==> src/rtl/wdt_pkg.sv <==
package wdt_pkg;
  // Per-cycle commands from decode/control into the divider datapath.
  typedef struct packed {
    logic clearDiv;  // service accepted: zero the divide-by-eight stage
    logic advance;   // count one tick
  } wdtStrobe_t;
endpackage

==> src/rtl/wdt_ctrl.sv <==
module wdt_ctrl
  import wdt_pkg::*;
#(
  parameter int ADDR_W = 16,
  parameter int DATA_W = 8,
  parameter logic [ADDR_W-1:0] SVC_ADDR = 16'h1FF0
) (
  input  logic              clk,
  input  logic              rstN,
  input  logic              tick,
  input  logic              busWrEn,
  input  logic [ADDR_W-1:0] busAddr,
  input  logic [DATA_W-1:0] busWrData,
  output wdtStrobe_t        stb
);
  logic addrHit;
  logic svcHit;

  assign addrHit = (busAddr == SVC_ADDR);
  // Only bit 0 of the data carries meaning; 0 means "service".
  assign svcHit  = busWrEn && addrHit && (busWrData[0] == 1'b0);

  always_comb begin
    stb          = '0;
    stb.clearDiv = svcHit;
    // A same-cycle service overrides the tick.
    stb.advance  = tick && !svcHit;
  end

  // a write with bit 0 set never produces a clear
  a_r5_set_bit_ignored: assert property (@(posedge clk) disable iff (!rstN)
    (busWrEn && busWrData[0]) |-> !stb.clearDiv);

  // writes elsewhere never produce a clear
  a_r6_other_addr_ignored: assert property (@(posedge clk) disable iff (!rstN)
    (busAddr != SVC_ADDR) |-> !stb.clearDiv);

  // a tick alongside a service is not counted
  a_r7_service_beats_tick: assert property (@(posedge clk) disable iff (!rstN)
    (tick && stb.clearDiv) |-> !stb.advance);
endmodule

==> src/rtl/wdt_datapath.sv <==
module wdt_datapath
  import wdt_pkg::*;
#(
  parameter int DIV_BITS = 3
) (
  input  logic       clk,
  input  logic       rstN,
  input  wdtStrobe_t stb,
  output logic       resetReq
);
  localparam logic [DIV_BITS-1:0] DIV_MAX = {DIV_BITS{1'b1}};

  logic [DIV_BITS-1:0] divCnt;

  always_ff @(posedge clk or negedge rstN) begin
    if (!rstN) begin
      divCnt   <= '0;
      resetReq <= 1'b0;
    end else begin
      resetReq <= 1'b0;
      if (stb.clearDiv) begin
        divCnt <= '0;
      end else if (stb.advance) begin
        divCnt <= divCnt + 1'b1;  // wraps to zero at terminal count
        if (divCnt == DIV_MAX) resetReq <= 1'b1;
      end
    end
  end

  // request lasts one cycle
  a_r3_one_cycle_pulse: assert property (@(posedge clk) disable iff (!rstN)
    resetReq |=> !resetReq);

  // a request follows only a counted tick at terminal count
  a_r2_pulse_from_terminal: assert property (@(posedge clk) disable iff (!rstN)
    resetReq |-> ($past(stb.advance) && ($past(divCnt) == DIV_MAX)));

  // a clear leaves a zero count and no request
  a_r4_clear_zeroes: assert property (@(posedge clk) disable iff (!rstN)
    stb.clearDiv |=> ((divCnt == '0) && !resetReq));

  // idle cycles hold the count
  a_r8_idle_holds: assert property (@(posedge clk) disable iff (!rstN)
    (!stb.clearDiv && !stb.advance) |=> $stable(divCnt));
endmodule

==> src/rtl/wdt_tick_watchdog.sv <==
module wdt_tick_watchdog
  import wdt_pkg::*;
#(
  parameter bit PRESENT = 1'b1,
  parameter int ADDR_W = 16,
  parameter int DATA_W = 8,
  parameter int DIV_BITS = 3,
  parameter logic [ADDR_W-1:0] SVC_ADDR = 16'h1FF0
) (
  input  logic              clk,
  input  logic              rstN,
  input  logic              tick,
  input  logic              busWrEn,
  input  logic [ADDR_W-1:0] busAddr,
  input  logic [DATA_W-1:0] busWrData,
  output logic              resetReq
);
  generate
    if (PRESENT) begin : g_wdt
      wdtStrobe_t stb;

      wdt_ctrl #(
        .ADDR_W  (ADDR_W),
        .DATA_W  (DATA_W),
        .SVC_ADDR(SVC_ADDR)
      ) u_ctrl (
        .clk      (clk),
        .rstN     (rstN),
        .tick     (tick),
        .busWrEn  (busWrEn),
        .busAddr  (busAddr),
        .busWrData(busWrData),
        .stb      (stb)
      );

      wdt_datapath #(
        .DIV_BITS(DIV_BITS)
      ) u_dp (
        .clk     (clk),
        .rstN    (rstN),
        .stb     (stb),
        .resetReq(resetReq)
      );
    end else begin : g_absent
      // without the option the request is held inactive
      assign resetReq = 1'b0;
    end
  endgenerate
endmodule

==> config.mk <==
export PLATFORM = sky130hd
export DESIGN_NAME = wdt_tick_watchdog
export DESIGN_NICKNAME = d
export VERILOG_FILES = /design/src/rtl/wdt_pkg.sv /design/src/rtl/wdt_ctrl.sv /design/src/rtl/wdt_datapath.sv /design/src/rtl/wdt_tick_watchdog.sv
export SDC_FILE = /design/constraint.sdc
export NUM_CORES = 1
export LEC_CHECK = 0
export BUFFER_PORTS_ARGS = -buffer_cell sky130_fd_sc_hd__buf_4
export CORE_AREA = 2 2 39 41
export DETAILED_ROUTE_END_ITERATION = 7
export DIE_AREA = 0 0 41 43
export GPL_TIMING_DRIVEN = 0
export PLACE_DENSITY = 0.6
export SYNTH_ARGS = -nofsm -noshare
export SYNTH_HDL_FRONTEND = slang
export SYNTH_HIERARCHICAL = 1
export SYNTH_SLANG_ARGS = --single-unit
==> constraint.sdc <==
create_clock -name clk -period 2.5 [get_ports clk]
set_input_delay 0.25 -clock clk [delete_from_list [all_inputs] [get_ports clk]]
set_output_delay 0.25 -clock clk [all_outputs]
set_load 0.05 [all_outputs]
# == Word-level counts from Yosys, hierarchy flattened ==
# Cells that the tools add are included.
# word_totals
register_bits,4
latchBits,0
mem_bits_rw,0
rom_bits,0
in_bits,28
out_inout_bits,1
wordCells,16
memories,0
# classes
addsub,1
n_mul,0
n_div,0
n_lt_le_gt_ge,0
n_eq_ne,2
n_shift,0
n_mux,5
bitwise_logic,1
n_reduce_logical,5
# op_table
operator,count
$eq A16 B13 Y1 const B,1
$mux W3,2
$add A3 B1 Y3 const B,1
$eq A3 B3 Y1 const B,1
$logic_and A1 B1 Y1,3
$mux W1,3
$reduce_bool A2 Y1,1
$logic_not A1 Y1,1
$not A1 Y1,1

# == Depth between registers and ports, before layout ==
# Gate-level depths: netlist (run 1).
# logic_depth
word_depth,7
mapped_depth,5
mapped_depth_nobuf,5

# == Hierarchy ==
# The synthesis (run 1) kept the hierarchy.
# by_module_without_submodules
mod,n_inst,cells_each,area_per_inst_um2,seq_area_each_um2
wdt_datapath,1,14,172.7,100.1
wdt_ctrl,1,9,70.1,0.0

# == Worst setup path after synthesis (run 1) ==
# No wires, ideal clock.
# synth_timing
path_kind,input port to flip-flop
start,input port busAddr[14]
end,register g_wdt.u_dp.divCnt[1]
setup_time_ns,0.119
arrival_ns,1.273
required_time_ns,2.381
setup_slack_ns,1.108
stages,4
path_buffers,0
path_cell_list,or4b_4 -> o31a_1 -> mux2i_1 -> nor2_1
# synth_lines
element,line_no,rtl
"start, declared",wdt_tick_watchdog.sv:14,"input logic [ADDR_W-1:0] busAddr,"
"end signal, assigned",wdt_datapath.sv:24,divCnt <= divCnt + 1'b1;
"end, declared",wdt_datapath.sv:13,logic [DIV_BITS-1:0] divCnt;

==> parameters.txt, run 1 <==
Parameter                              Value

Status
  Result of the run    finished, final reports clean

Setup path
  Largest driver fanout on the critical path    4
  Critical Path Start Type    input port
  Worst Path Arrival    ~1400 ps
  Required time of the worst setup path    2610 ps
  WS Path Type    in -> reg
  Cell at the slowest stage of the critical path    sky130_fd_sc_hd__or4b_4
  Family of cells with the greatest summed delay on the critical path    simple AND/OR/NAND/NOR gates
  Crit path largest cell delay    530 ps
  Critical Path Sink Type    register
  Buffer and inverter count on the worst path    1
  Cell-by-cell listing of the critical path    buf_4 -> or4b_4 -> o31a_1 -> mux2i_1 -> nor2_1

Detailed routing
  DRC viols    0
  Number of nets with antenna violations after detailed routing    0
  First DRT Iteration DRCs    0
  Wire length after detailed routing    588 um
  Total iterations of the first detailed-routing run    1
  Vias after detailed routing    about 260
  Post-DR wirelength/cell    9.19 um
  Via/cell ratio    about 4

CTS
  Count of H-tree levels built during CTS    1
  Count of buffers added by post-CTS timing repair for setup    0
  Clk root buf    sky130_fd_sc_hd__clkbuf_4
  Maximum clock path buffer count    2
  Number of CTS-inserted buffers    3
  Clock latency at the later pin of the worst-skew pair    between 200 and 250 ps
  Sinks on the clock net    4
  Number of instances resized during post-cts repair    0
  Clock transition at the register clock pins on the worst setup and hold paths after CTS    40 ps
  CTS tree    done

Global route
  Global-route wire length before repair    890 um
  Remaining global-route overflow    0
  Initial antenna violation count    0
  Via count of the first global-routing pass    268
  Maximum number of pins on one net before global-route repair    5
  Most heavily used metal layer in global routing    met2
  Global-route usage over all layers    0.0777
  GR Layer Usage met3    0.0157
  Met1 routing resource usage after global routing    0.0686
  Met2 GRT Util    0.138

Cells and area
  Leading cell type in the layout, fill and taps excluded    sky130_fd_sc_hd__buf_4
  Fill cell instance count of the final layout    158
  Post-route cell area    between 400 and 500 um2
  Highest-count cells in the layout ignoring fill and taps    sky130_fd_sc_hd__buf_4, sky130_fd_sc_hd__nor2_1, sky130_fd_sc_hd__dfrtp_1
  Area growth from synthesis to layout    86.6%
  Seq. cell area    100 um2
  Fraction of layout cells with a size suffix above 1    0.542
  Nets    80
  Total area of multi-input combinational cells    135 um2
  # diodes    0

STA
  Post-route minimum period    1330 ps
  Worst setup skew after layout    1.21 ps
  Setup violations, final    0
  Portion of the clock cycle consumed by the worst path in the final layout    0.532
  Final count of pins violating max slew    0
  Number of endpoints with negative hold slack in the final report    0
  Slew headroom    0.830
  PnR worst setup slack    roughly 1200 ps
  Sum Neg Setup Slack    0 ps
  Pin slew with the least headroom to its limit    252 ps
  Unrepaired setup endpoints after global routing    false
  Highest achievable clock rate    around 750 MHz

Floorplanning
  Vertical die dimension    43 um
  Floorplan row count    14
  Die boundary width    41 um
  Placeable core area    1380 um2
  Number of placed I/O pins    29
  Starting utilization of the core area    0.175
  Total Die Area    1760 um2

Logic synthesis
  Average instance area after synthesis    10.6 um2
  Cell area after synthesis    about 240 um2
  Yosys warning total    6
  Library cells used by synthesis    14
  Gate Count Post-Synth    23
  Flops & latches, synth    4
  Synthesized Nets    between 50 and 60
  Share of synthesized area occupied by flip-flops and latches    0.412

Power
  PD cells    657 nW/um2
  Peak VDD IR    between 0.2 and 0.25 mV
  Leakage component of the power    0.000228 uW

Placed design
  Area after detailed placement    420 um2
  Worst setup timing slack at the placement stage    924 ps
  Half-perimeter wire length of the detailed placement result    497 um
  Gp weighted congestion    0.619
  IO Port Bufs    21

Run
  Number of maximum-capacitance constraint violations    0

Hold path
  Class of the most critical hold timing path    in -> async
-- per-stage QoR --
| stage | util | hold slack (ps) | instances | total power [uW] |
|---|---|---|---|---|
| 2_1_floorplan | - | -45.6 | 23 | 178 |
| 3_3_place_gp | 0.304 | 46.9 | 60 | 217 |
| 3_5_place_dp | 0.304 | 48.0 | 60 | 224 |
| 4_1_cts | 0.327 | 338 | 64 | 307 |
| 5_1_grt | 0.327 | 367 | 64 | 326 |
| 6_report | 0.327 | 349 | 64 | 298 |
-- power by group --
part	internal [uW]	total (uW)	switching (uW)
Sequential	94.3	109	14.9
Combinational	61.2	112	50.7
Clock	53.5	76.8	23.3
-- cell type report --
cell class                 count  area share
tap                           16      0.0442
buffer                         1      0.0166
timing repair buffer          22       0.370
sequential                     4       0.221
clock buffer                   3      0.0497
multi-input combinational     18       0.298
-- routing by layer --
metal | up-vias | share of wire
met5 | - | 0
met1 | 113 | 0.34
met3 | 0 | 0.15
met4 | 0 | 0
met2 | 15 | 0.51
li1 | 134 | -
-- cell families (layout without fill, tap and decap cells) --
| group | after synthesis | in the layout | synth area share |
|---|---|---|---|
| AO/OA/AOI/OAI | 1 | 1 | 0.0361 |
| XOR/XNOR | 1 | 1 | 0.0361 |
| adder cells (fa/ha/maj) | 2 | 2 | 0.103 |
| buffers and inverters | 1 | 26 | 0.0309 |
| flip-flops | 4 | 4 | 0.412 |
| multiplexers | 2 | 2 | 0.0825 |
| AND/OR/NAND/NOR | 12 | 12 | 0.299 |
-- final timing paths --
check	start	to	slack [ps]	cells after the start
worst max register to register	g_wdt.u_dp/divCnt[0]$_DFFE_PN0P_	g_wdt.u_dp/divCnt[2]$_DFFE_PN0P_	1340	4
max in group asynchronous	rstN	g_wdt.u_dp/divCnt[1]$_DFFE_PN0P_	2050	2
min in group clk	tick	g_wdt.u_dp/resetReq$_DFF_PN0_	440	4
worst min-delay path	rstN	g_wdt.u_dp/resetReq$_DFF_PN0_	350	2
worst min register to register	g_wdt.u_dp/divCnt[1]$_DFFE_PN0P_	g_wdt.u_dp/divCnt[1]$_DFFE_PN0P_	530	2
worst max-delay path	busAddr[14]	g_wdt.u_dp/divCnt[2]$_DFFE_PN0P_	1170	5
-- what timing repair did --
action | CTS | global route
hold buffers | 1 | 0
hold endpoints to repair | 4 | 0
endpoints found under the setup margin | 0 | 0
-- synth_stat cells, drive strengths merged --
master  count  share of area
o31a        1          0.036
mux2i       2          0.082
or3         1          0.026
nor4bb      1          0.041
xnor2       1          0.036
nand2       1          0.015
nor2        4          0.062
nor2b       1          0.026
nor3        1          0.021
nand4       2          0.052
or4b        1          0.057
dfrtp       4           0.41
buf         1          0.031
ha          2           0.10
-- registers in the layout (all words and copies together), names as in the netlist --
name	flops
g_wdt.u_dp/divCnt	3
g_wdt.u_dp/resetReq	1
(Power assumes the default switching activity.)
==> inputs of run 2 (changes only) <==
Settings changed: PLACE_DENSITY 0.6 to 0.61.
Clock period 2.5 ns to 1.2 ns, I/O delays scaled along.
==> run 2 against run 1 <==
Critical path depth is the same. Worst setup slack got worse by 1100 ps. Sequential share of layout area down 1.0 points. Core utilization is 1.6 points higher. Count of clock-buffer cells in the layout is the same. Cell count unchanged. Non-clock buffer count is the same. Clock skew barely moved. Global-route usage fell by 0.50 points. Combinational power rose by 120%. Via count increased by 2.3%. Highest routed layer unchanged.
==> parameters.txt, run 2 (same netlist as run 1, synthesis figures left out) <==
Parameter                              Value

Power
  Share of total power in sequential cells    0.363 (was 0.367)
  PD cells    1320 nW/um2 (was 657 nW/um2)
  Total design power    628 uW (was 298 uW)
  Switching fraction of total power    0.294 (was 0.298)
  Net switching power    185 uW (was 88.8 uW)
  Clock network fraction of design power    0.253 (was 0.258)
  Peak VDD IR    0.673 mV (was 0.245 mV)
  Comb pwr share    0.383 (was 0.376)
  Power Internal    443 uW (was 209 uW)
  Leakage component of the power    0.000239 uW (was 0.000228 uW)

Setup path
  Worst Path Arrival    1280 ps (was 1440 ps)
  Cell at the slowest stage of the critical path    sky130_fd_sc_hd__or4b_4 (unchanged)
  Required time of the worst setup path    1310 ps (was 2610 ps)
  Buffer and inverter count on the worst path    1 (unchanged)
  Family of cells with the greatest summed delay on the critical path    simple AND/OR/NAND/NOR gates (unchanged)
  Crit path largest cell delay    530 ps (about the same)
  Largest driver fanout on the critical path    4 (unchanged)
  Cell-by-cell listing of the critical path    buf_6 -> or4b_4 -> o31a_1 -> mux2i_1 -> nor2_1 (was buf_4 -> or4b_4 -> o31a_1 -> mux2i_1 -> nor2_1)
  Worst reg2reg startpoint    g_wdt.u_dp/divCnt[0]$_DFFE_PN0P_ (unchanged)
  Critical Path Sink Type    register (unchanged)
  WS Path Type    in -> reg (unchanged)
  Startpoint of the most critical setup path    busAddr[14] (unchanged)
  Critical Path Start Type    input port (unchanged)

Cells and area
  Total area of multi-input combinational cells    150 um2 (was 135 um2)
  Largest registers ranked by flip-flop count    g_wdt.u_dp/divCnt (3), g_wdt.u_dp/resetReq (1) (unchanged)
  Nets    80 (unchanged)
  Leading cell type in the layout, fill and taps excluded    sky130_fd_sc_hd__buf_4 (unchanged)
  Register bank with the most flops    g_wdt.u_dp/divCnt (unchanged)
  Area growth from synthesis to layout    95.9% (was 86.6%)
  Fill cell instance count of the final layout    151 (was 158)
  Max reg flops    3 (unchanged)
  Highest-count cells in the layout ignoring fill and taps    sky130_fd_sc_hd__buf_4, sky130_fd_sc_hd__nor2_1, sky130_fd_sc_hd__dfrtp_1 (unchanged)
  Fraction of layout cells with a size suffix above 1    0.563 (was 0.542)
  Seq. cell area    100 um2 (unchanged)
  # diodes    0 (unchanged)

Status
  Result of the run    finished, final reports clean (unchanged)

STA
  PnR worst setup slack    27.9 ps (was 1170 ps)
  Final count of pins violating max slew    0 (unchanged)
  Unrepaired setup endpoints after global routing    true (was false)
  Setup violations, final    0 (unchanged)
  Slew headroom    0.856 (was 0.830)
  Number of endpoints with negative hold slack in the final report    0 (unchanged)
  Post-route minimum period    1170 ps
  Portion of the clock cycle consumed by the worst path in the final layout    0.977
  Worst setup skew after layout    1.05 ps (was 1.21 ps)
  Highest achievable clock rate    between 800 and 900 MHz
  Pin slew with the least headroom to its limit    216 ps (was 252 ps)

Global route
  Initial antenna violation count    0 (unchanged)
  Remaining global-route overflow    0 (unchanged)
  Global-route wire length before repair    821 um (was 890 um)
  Maximum number of pins on one net before global-route repair    5 (unchanged)
  Global-route usage over all layers    0.0727 (was 0.0777)
  Via count of the first global-routing pass    233 (was 268)

Detailed routing
  Vias after detailed routing    268 (was 262)
  DRC viols    0 (unchanged)
  Metal3 WL    112 um (was 88 um)
  Post-route met1 wirelength    213 um (was 202 um)
  Uppermost routed layer    met3 (unchanged)
  Total iterations of the first detailed-routing run    1 (unchanged)
  Number of nets with antenna violations after detailed routing    0 (unchanged)
  Via/cell ratio    4.19 (was 4.09)
  Detailed-routed wire length on met2    324 um (was 297 um)
  Wire length after detailed routing    649 um (was 588 um)
  First DRT Iteration DRCs    0 (unchanged)
  Post-DR wirelength/cell    10.1 um (was 9.19 um)

Hold path
  Class of the most critical hold timing path    in -> async (unchanged)

CTS
  Number of CTS-inserted buffers    3 (unchanged)
  Sinks on the clock net    4 (unchanged)
  CTS tree    done (unchanged)
  Count of H-tree levels built during CTS    1 (unchanged)
  Maximum clock path buffer count    2 (unchanged)
  Clock transition at the register clock pins on the worst setup and hold paths after CTS    40 ps (about the same)
  Clk root buf    sky130_fd_sc_hd__clkbuf_4 (unchanged)
  Clock latency at the later pin of the worst-skew pair    230 ps (about the same)

Floorplanning
  Starting utilization of the core area    0.175 (unchanged)
  Number of placed I/O pins    29 (unchanged)
  Total Die Area    1760 um2 (unchanged)
  Placeable core area    1380 um2 (unchanged)
  Vertical die dimension    43 um (unchanged)
  Floorplan row count    14 (unchanged)
  Die boundary width    41 um (unchanged)

Placed design
  Half-perimeter wire length of the detailed placement result    536 um (was 497 um)
  Worst setup timing slack at the placement stage    -235 ps (was 924 ps)
  IO Port Bufs    21 (unchanged)
  Gp weighted congestion    0.593 (was 0.619)

Run
  Number of maximum-capacitance constraint violations    0 (unchanged)
==> run 2: cell counts in the layout (fill, tap and decap cells not counted) <==
No cell type changed its count.
==> run 2: cell type report <==
class | count | area share
multi-input combinational | 18 | 0.316
clock buffer | 3 | 0.0474
buffer | 1 | 0.0158
sequential | 4 | 0.211
tap | 16 | 0.0421
timing repair buffer | 22 | 0.368
==> run 2: metal layers <==
metal,global-route usage,vias to the layer above
li1,-,134
met1,0.0686,117
met2,0.113,17
met3,0.0314,0
met4,0.0600,0
met5,0,-
==> run 2: path summary, 6_finish.rpt <==
path,endpoint,slack [ps],cells past startpoint
worst max-delay path,g_wdt.u_dp/divCnt[1]$_DFFE_PN0P_,30,5
worst min-delay path,g_wdt.u_dp/divCnt[2]$_DFFE_PN0P_,220,2
worst max register to register,g_wdt.u_dp/divCnt[2]$_DFFE_PN0P_,60,4
worst min register to register,g_wdt.u_dp/divCnt[2]$_DFFE_PN0P_,530,2
max in group asynchronous,g_wdt.u_dp/divCnt[1]$_DFFE_PN0P_,880,2
min in group clk,g_wdt.u_dp/resetReq$_DFF_PN0_,310,4
==> run 2: what timing repair did <==
action | 4_1_cts | 5_1_grt
endpoints found under the setup margin | 0 | 3
buffers inserted | 0 | 0
hold endpoints to repair | 4 | 0
gates resized for setup | 0 | 4
hold buffers | 1 | 0
==> run 2: power groups by stage <==
stage / combinational [uW] / clock, uW / sequential (uW)
final: 241 / 159 / 228
after global routing: 275 / 184 / 233
after global placement: 226 / 0 / 228
after CTS: 240 / 171 / 228
after detailed placement: 237 / 0 / 230
after floorplan: 123 / 0 / 248
==> run 2: metrics by stage <==
step / instance area, um2 / utilization / setup TNS (ps) / cells / hold slack, ps
2_1_floorplan: 243 / - / -174 / 23 / -176
3_3_place_gp: 420 / 0.304 / -771 / 60 / -83.4
3_5_place_dp: 420 / 0.304 / -829 / 60 / -83.1
4_1_cts: 453 / 0.327 / 0 / 64 / 207
5_1_grt: 475 / 0.344 / -58.1 / 64 / 220
6_report: 475 / 0.344 / 0 / 64 / 220
==> inputs of run 3 (changes only) <==
Settings changed: ABC_AREA set to 1, PLACE_DENSITY 0.61 to 0.67.
==> run 3 against run 2 <==
Combinational power shrank 30%. Clock skew about the same. Total power down 16%. Global-route usage increased by 2.5 points. Worst hold slack better by 8.7 ps. Sequential power decreased by 12%. Via count up 39%. Maximum frequency up 5.3%. Core utilization increased by 3.2 points. Cell count increased by 42%. Critical endpoint is now g_wdt.u_dp/divCnt[2]$_DFFE_PN0P_. Largest cell class unchanged.
==> parameters.txt, run 3 <==
Parameter                              Value

Logic synthesis
  Cell with the most instances after synthesis    sky130_fd_sc_hd__nand2_1
  Most instantiated cells after synthesis    sky130_fd_sc_hd__nand2_1, sky130_fd_sc_hd__nor2_1, sky130_fd_sc_hd__inv_1, sky130_fd_sc_hd__dfrtp_1, sky130_fd_sc_hd__nand3_1 (was sky130_fd_sc_hd__dfrtp_1, sky130_fd_sc_hd__nor2_1, sky130_fd_sc_hd__ha_1, sky130_fd_sc_hd__mux2i_1, sky130_fd_sc_hd__nand4_1)
  Average instance area after synthesis    6.18 um2 (was 10.6 um2)
  Main area contributors after synthesis    sky130_fd_sc_hd__dfrtp_1, sky130_fd_sc_hd__nand2_1, sky130_fd_sc_hd__nor2_1, sky130_fd_sc_hd__inv_1, sky130_fd_sc_hd__ha_1 (was sky130_fd_sc_hd__dfrtp_1, sky130_fd_sc_hd__ha_1, sky130_fd_sc_hd__mux2i_1, sky130_fd_sc_hd__nor2_1, sky130_fd_sc_hd__or4b_4)
  Biggest area consumer among synthesized cells    sky130_fd_sc_hd__dfrtp_1 (unchanged)
  Synthesized Nets    80 (was 53)
  Library cells used by synthesis    10 (was 14)
  Proportion of register bits with asynchronous set or reset after synthesis    1.00 (unchanged)
  Dominant register cell in the synthesized netlist    sky130_fd_sc_hd__dfrtp_1 (unchanged)
  Cell area after synthesis    309 um2 (was 243 um2)
  Flops & latches, synth    4 (unchanged)
  Share of synthesized area occupied by flip-flops and latches    0.324 (was 0.412)
  Yosys warning total    6 (unchanged)
  Gate Count Post-Synth    50 (was 23)
  Top-area cell type share of the netlist area    0.324 (was 0.412)
  Number of enable flip-flop cells after synthesis    0 (unchanged)

Power
  Leakage component of the power    0.000301 uW (was 0.000239 uW)
  Peak VDD IR    0.216 mV (was 0.673 mV)
  Total design power    529 uW (was 628 uW)
  PD cells    1020 nW/um2 (was 1320 nW/um2)

Setup path
  Cell-by-cell listing of the critical path    ha_1 -> ha_1 -> nand3_1 -> nand2_1 (was buf_6 -> or4b_4 -> o31a_1 -> mux2i_1 -> nor2_1)
  Worst reg2reg startpoint    g_wdt.u_dp/divCnt[0]$_DFFE_PN0P_ (unchanged)
  Worst Path Arrival    1230 ps (was 1280 ps)
  Largest driver fanout on the critical path    3 (was 4)
  Required time of the worst setup path    1320 ps (was 1310 ps)
  Library cell appearing most often on the critical path    sky130_fd_sc_hd__ha_1
  R2r worst-path depth    4 (unchanged)
  Cell at the slowest stage of the critical path    sky130_fd_sc_hd__dfrtp_1 (was sky130_fd_sc_hd__or4b_4)
  Critical Path Start Type    register (was input port)
  Flop-to-flop setup slack    90 ps (was 60 ps)
  Crit path largest cell delay    390 ps (was 530 ps)
  Endpoint of the worst register-to-register path    g_wdt.u_dp/divCnt[2]$_DFFE_PN0P_ (unchanged)
  Critical Path Sink Type    register (unchanged)
  WS Path Type    reg -> reg (was in -> reg)

STA
  Post-route minimum period    1110 ps (was 1170 ps)
  PnR worst setup slack    87.2 ps (was 27.9 ps)
  Highest achievable clock rate    899 MHz (was 853 MHz)
  Sum Neg Setup Slack    0 ps (unchanged)
  Unrepaired setup endpoints after global routing    false (was true)
  Slew headroom    0.887 (was 0.856)
  Portion of the clock cycle consumed by the worst path in the final layout    0.927 (was 0.977)
  Setup violations, final    0 (unchanged)
  Worst setup skew after layout    0.930 ps (was 1.05 ps)
  Final count of pins violating max slew    0 (unchanged)
  Pin slew with the least headroom to its limit    168 ps (was 216 ps)
  Hold Worst Slack    229 ps (was 220 ps)
  Number of endpoints with negative hold slack in the final report    0 (unchanged)

Detailed routing
  DRC viols    0 (unchanged)
  First DRT Iteration DRCs    2 (was 0)
  Vias after detailed routing    372 (was 268)
  Number of nets with antenna violations after detailed routing    0 (unchanged)
  Wire length after detailed routing    720 um (was 649 um)
  Total iterations of the first detailed-routing run    4 (was 1)
  Via/cell ratio    4.09 (was 4.19)
  Post-DR wirelength/cell    7.91 um (was 10.1 um)

Cells and area
  Register bank with the most flops    g_wdt.u_dp/divCnt (unchanged)
  Fraction of layout cells with a size suffix above 1    0.347 (was 0.563)
  # diodes    0 (unchanged)
  Area growth from synthesis to layout    68.0% (was 95.9%)
  Max reg flops    3 (unchanged)
  Final core utilization    0.375 (was 0.344)
  Largest registers ranked by flip-flop count    g_wdt.u_dp/divCnt (3), g_wdt.u_dp/resetReq (1) (unchanged)
  Nets    107 (was 80)
  Leading cell type in the layout, fill and taps excluded    sky130_fd_sc_hd__buf_4 (unchanged)
  Highest-count cells in the layout ignoring fill and taps    sky130_fd_sc_hd__buf_4, sky130_fd_sc_hd__nand2_1, sky130_fd_sc_hd__nor2_1 (was sky130_fd_sc_hd__buf_4, sky130_fd_sc_hd__nor2_1, sky130_fd_sc_hd__dfrtp_1)

Placed design
  Worst setup timing slack at the placement stage    92.6 ps (was -235 ps)
  Gp weighted congestion    0.656 (was 0.593)
  Half-perimeter wire length of the detailed placement result    651 um (was 536 um)
  IO Port Bufs    21 (unchanged)

CTS
  Number of CTS-inserted buffers    3 (unchanged)
  Count of H-tree levels built during CTS    1 (unchanged)
  CTS tree    done (unchanged)
  Clock transition at the register clock pins on the worst setup and hold paths after CTS    40 ps (about the same)
  Maximum clock path buffer count    2 (unchanged)
  Clk root buf    sky130_fd_sc_hd__clkbuf_4 (unchanged)
  Sinks on the clock net    4 (unchanged)
  Clock latency at the later pin of the worst-skew pair    230 ps (about the same)
  Number of instances resized during post-cts repair    0 (unchanged)

Floorplanning
  Number of placed I/O pins    29 (unchanged)
  Starting utilization of the core area    0.223 (was 0.175)
  Total Die Area    1760 um2 (unchanged)
  Floorplan row count    14 (unchanged)
  Placeable core area    1380 um2 (unchanged)
  Die boundary width    41 um (unchanged)
  Vertical die dimension    43 um (unchanged)

Global route
  Initial antenna violation count    0 (unchanged)
  Maximum number of pins on one net before global-route repair    6 (was 5)
  Via count of the first global-routing pass    370 (was 233)
  Global-route wire length before repair    1240 um (was 821 um)
  Global-route usage over all layers    0.0979 (was 0.0727)
  Remaining global-route overflow    0 (unchanged)

Status
  Result of the run    finished, final reports clean (unchanged)

Hold path
  Class of the most critical hold timing path    in -> async (unchanged)

Run
  Number of maximum-capacitance constraint violations    0 (unchanged)
[run 3: cell count changes after synthesis, sizes merged]
cell    before  now
nand2        1   17
inv          0    8
nor2         4   10
nand3        0    4
mux2i        2    0
nor2b        1    0
nor3         1    2
nor4bb       1    0
o31a         1    0
or3          1    0
or4b         1    0
xnor2        1    0
[run 3: cells by family after synthesis]
logic type / after synthesis / share of synthesized area
flops: 4 / 0.324
simple gates: 35 / 0.474
fa+ha+maj: 2 / 0.0810
buf+inv: 9 / 0.121
[run 3: power by group]
group | leakage [uW] | switching (uW) | internal, uW | total [uW]
registers | 0.0000506 | 25.0 | 175 | 200
clock network | 0.0000138 | 49.9 | 112 | 161
logic | 0.000237 | 76.0 | 91.7 | 168
total | 0.000301 | 151 | 378 | 529
[run 3: worst max-delay path by stage]
stage / start / endpoint / slack, ps / cells after the start
floorplan: g_wdt.u_dp/divCnt[0]$_DFFE_PN0P_ / g_wdt.u_dp/divCnt[2]$_DFFE_PN0P_ / 140 / 4
global placement: g_wdt.u_dp/divCnt[0]$_DFFE_PN0P_ / g_wdt.u_dp/divCnt[2]$_DFFE_PN0P_ / 110 / 4
detailed placement: g_wdt.u_dp/divCnt[0]$_DFFE_PN0P_ / g_wdt.u_dp/divCnt[2]$_DFFE_PN0P_ / 90 / 4
CTS: g_wdt.u_dp/divCnt[0]$_DFFE_PN0P_ / g_wdt.u_dp/divCnt[2]$_DFFE_PN0P_ / 80 / 4
global route: g_wdt.u_dp/divCnt[0]$_DFFE_PN0P_ / g_wdt.u_dp/divCnt[2]$_DFFE_PN0P_ / 30 / 4
finish: g_wdt.u_dp/divCnt[0]$_DFFE_PN0P_ / g_wdt.u_dp/divCnt[2]$_DFFE_PN0P_ / 90 / 4
[run 3: metal layers]
layer  GRT usage  wire length [um]  part of all wire  vias to the layer above
met1       0.104               292              0.41                      156
met2       0.175               387              0.54                       12
met5           0                 0                 0                        -
li1            -                 -                 -                      204
met4      0.0600                 0                 0                        0
met3           0                39             0.054                        0
[run 3: area by class of cell]
| class | instances | area [um2] |
|---|---|---|
| Multi-Input combinational cell | 37 | 171 |
| Sequential cell | 4 | 100 |
| Inverter | 8 | 30.0 |
| Clock buffer | 3 | 22.5 |
| Timing Repair Buffer | 22 | 168 |
| Fill cell | 151 | 865 |
| Buffer | 1 | 7.51 |
| Tap cell | 16 | 20.0 |
[run 3: worst max-delay path, delay by kind of cell, from the launching register on]
kind	cells	cell delay (ps)
adder cells (fa/ha/maj)	2	480
flip-flops	1	390
AND/OR/NAND/NOR	2	130
[run 3: timing repair]
| item | CTS | global route |
|---|---|---|
| hold endpoints to repair | 4 | 0 |
| buffers inserted | 0 | 0 |
| hold buffers | 1 | 0 |
[run 3: through the flow]
step / cells / area, um2
after floorplan: 50 / 309
after global placement: 87 / 487
after detailed placement: 87 / 487
after CTS: 91 / 519
after global routing: 91 / 519
final: 91 / 519
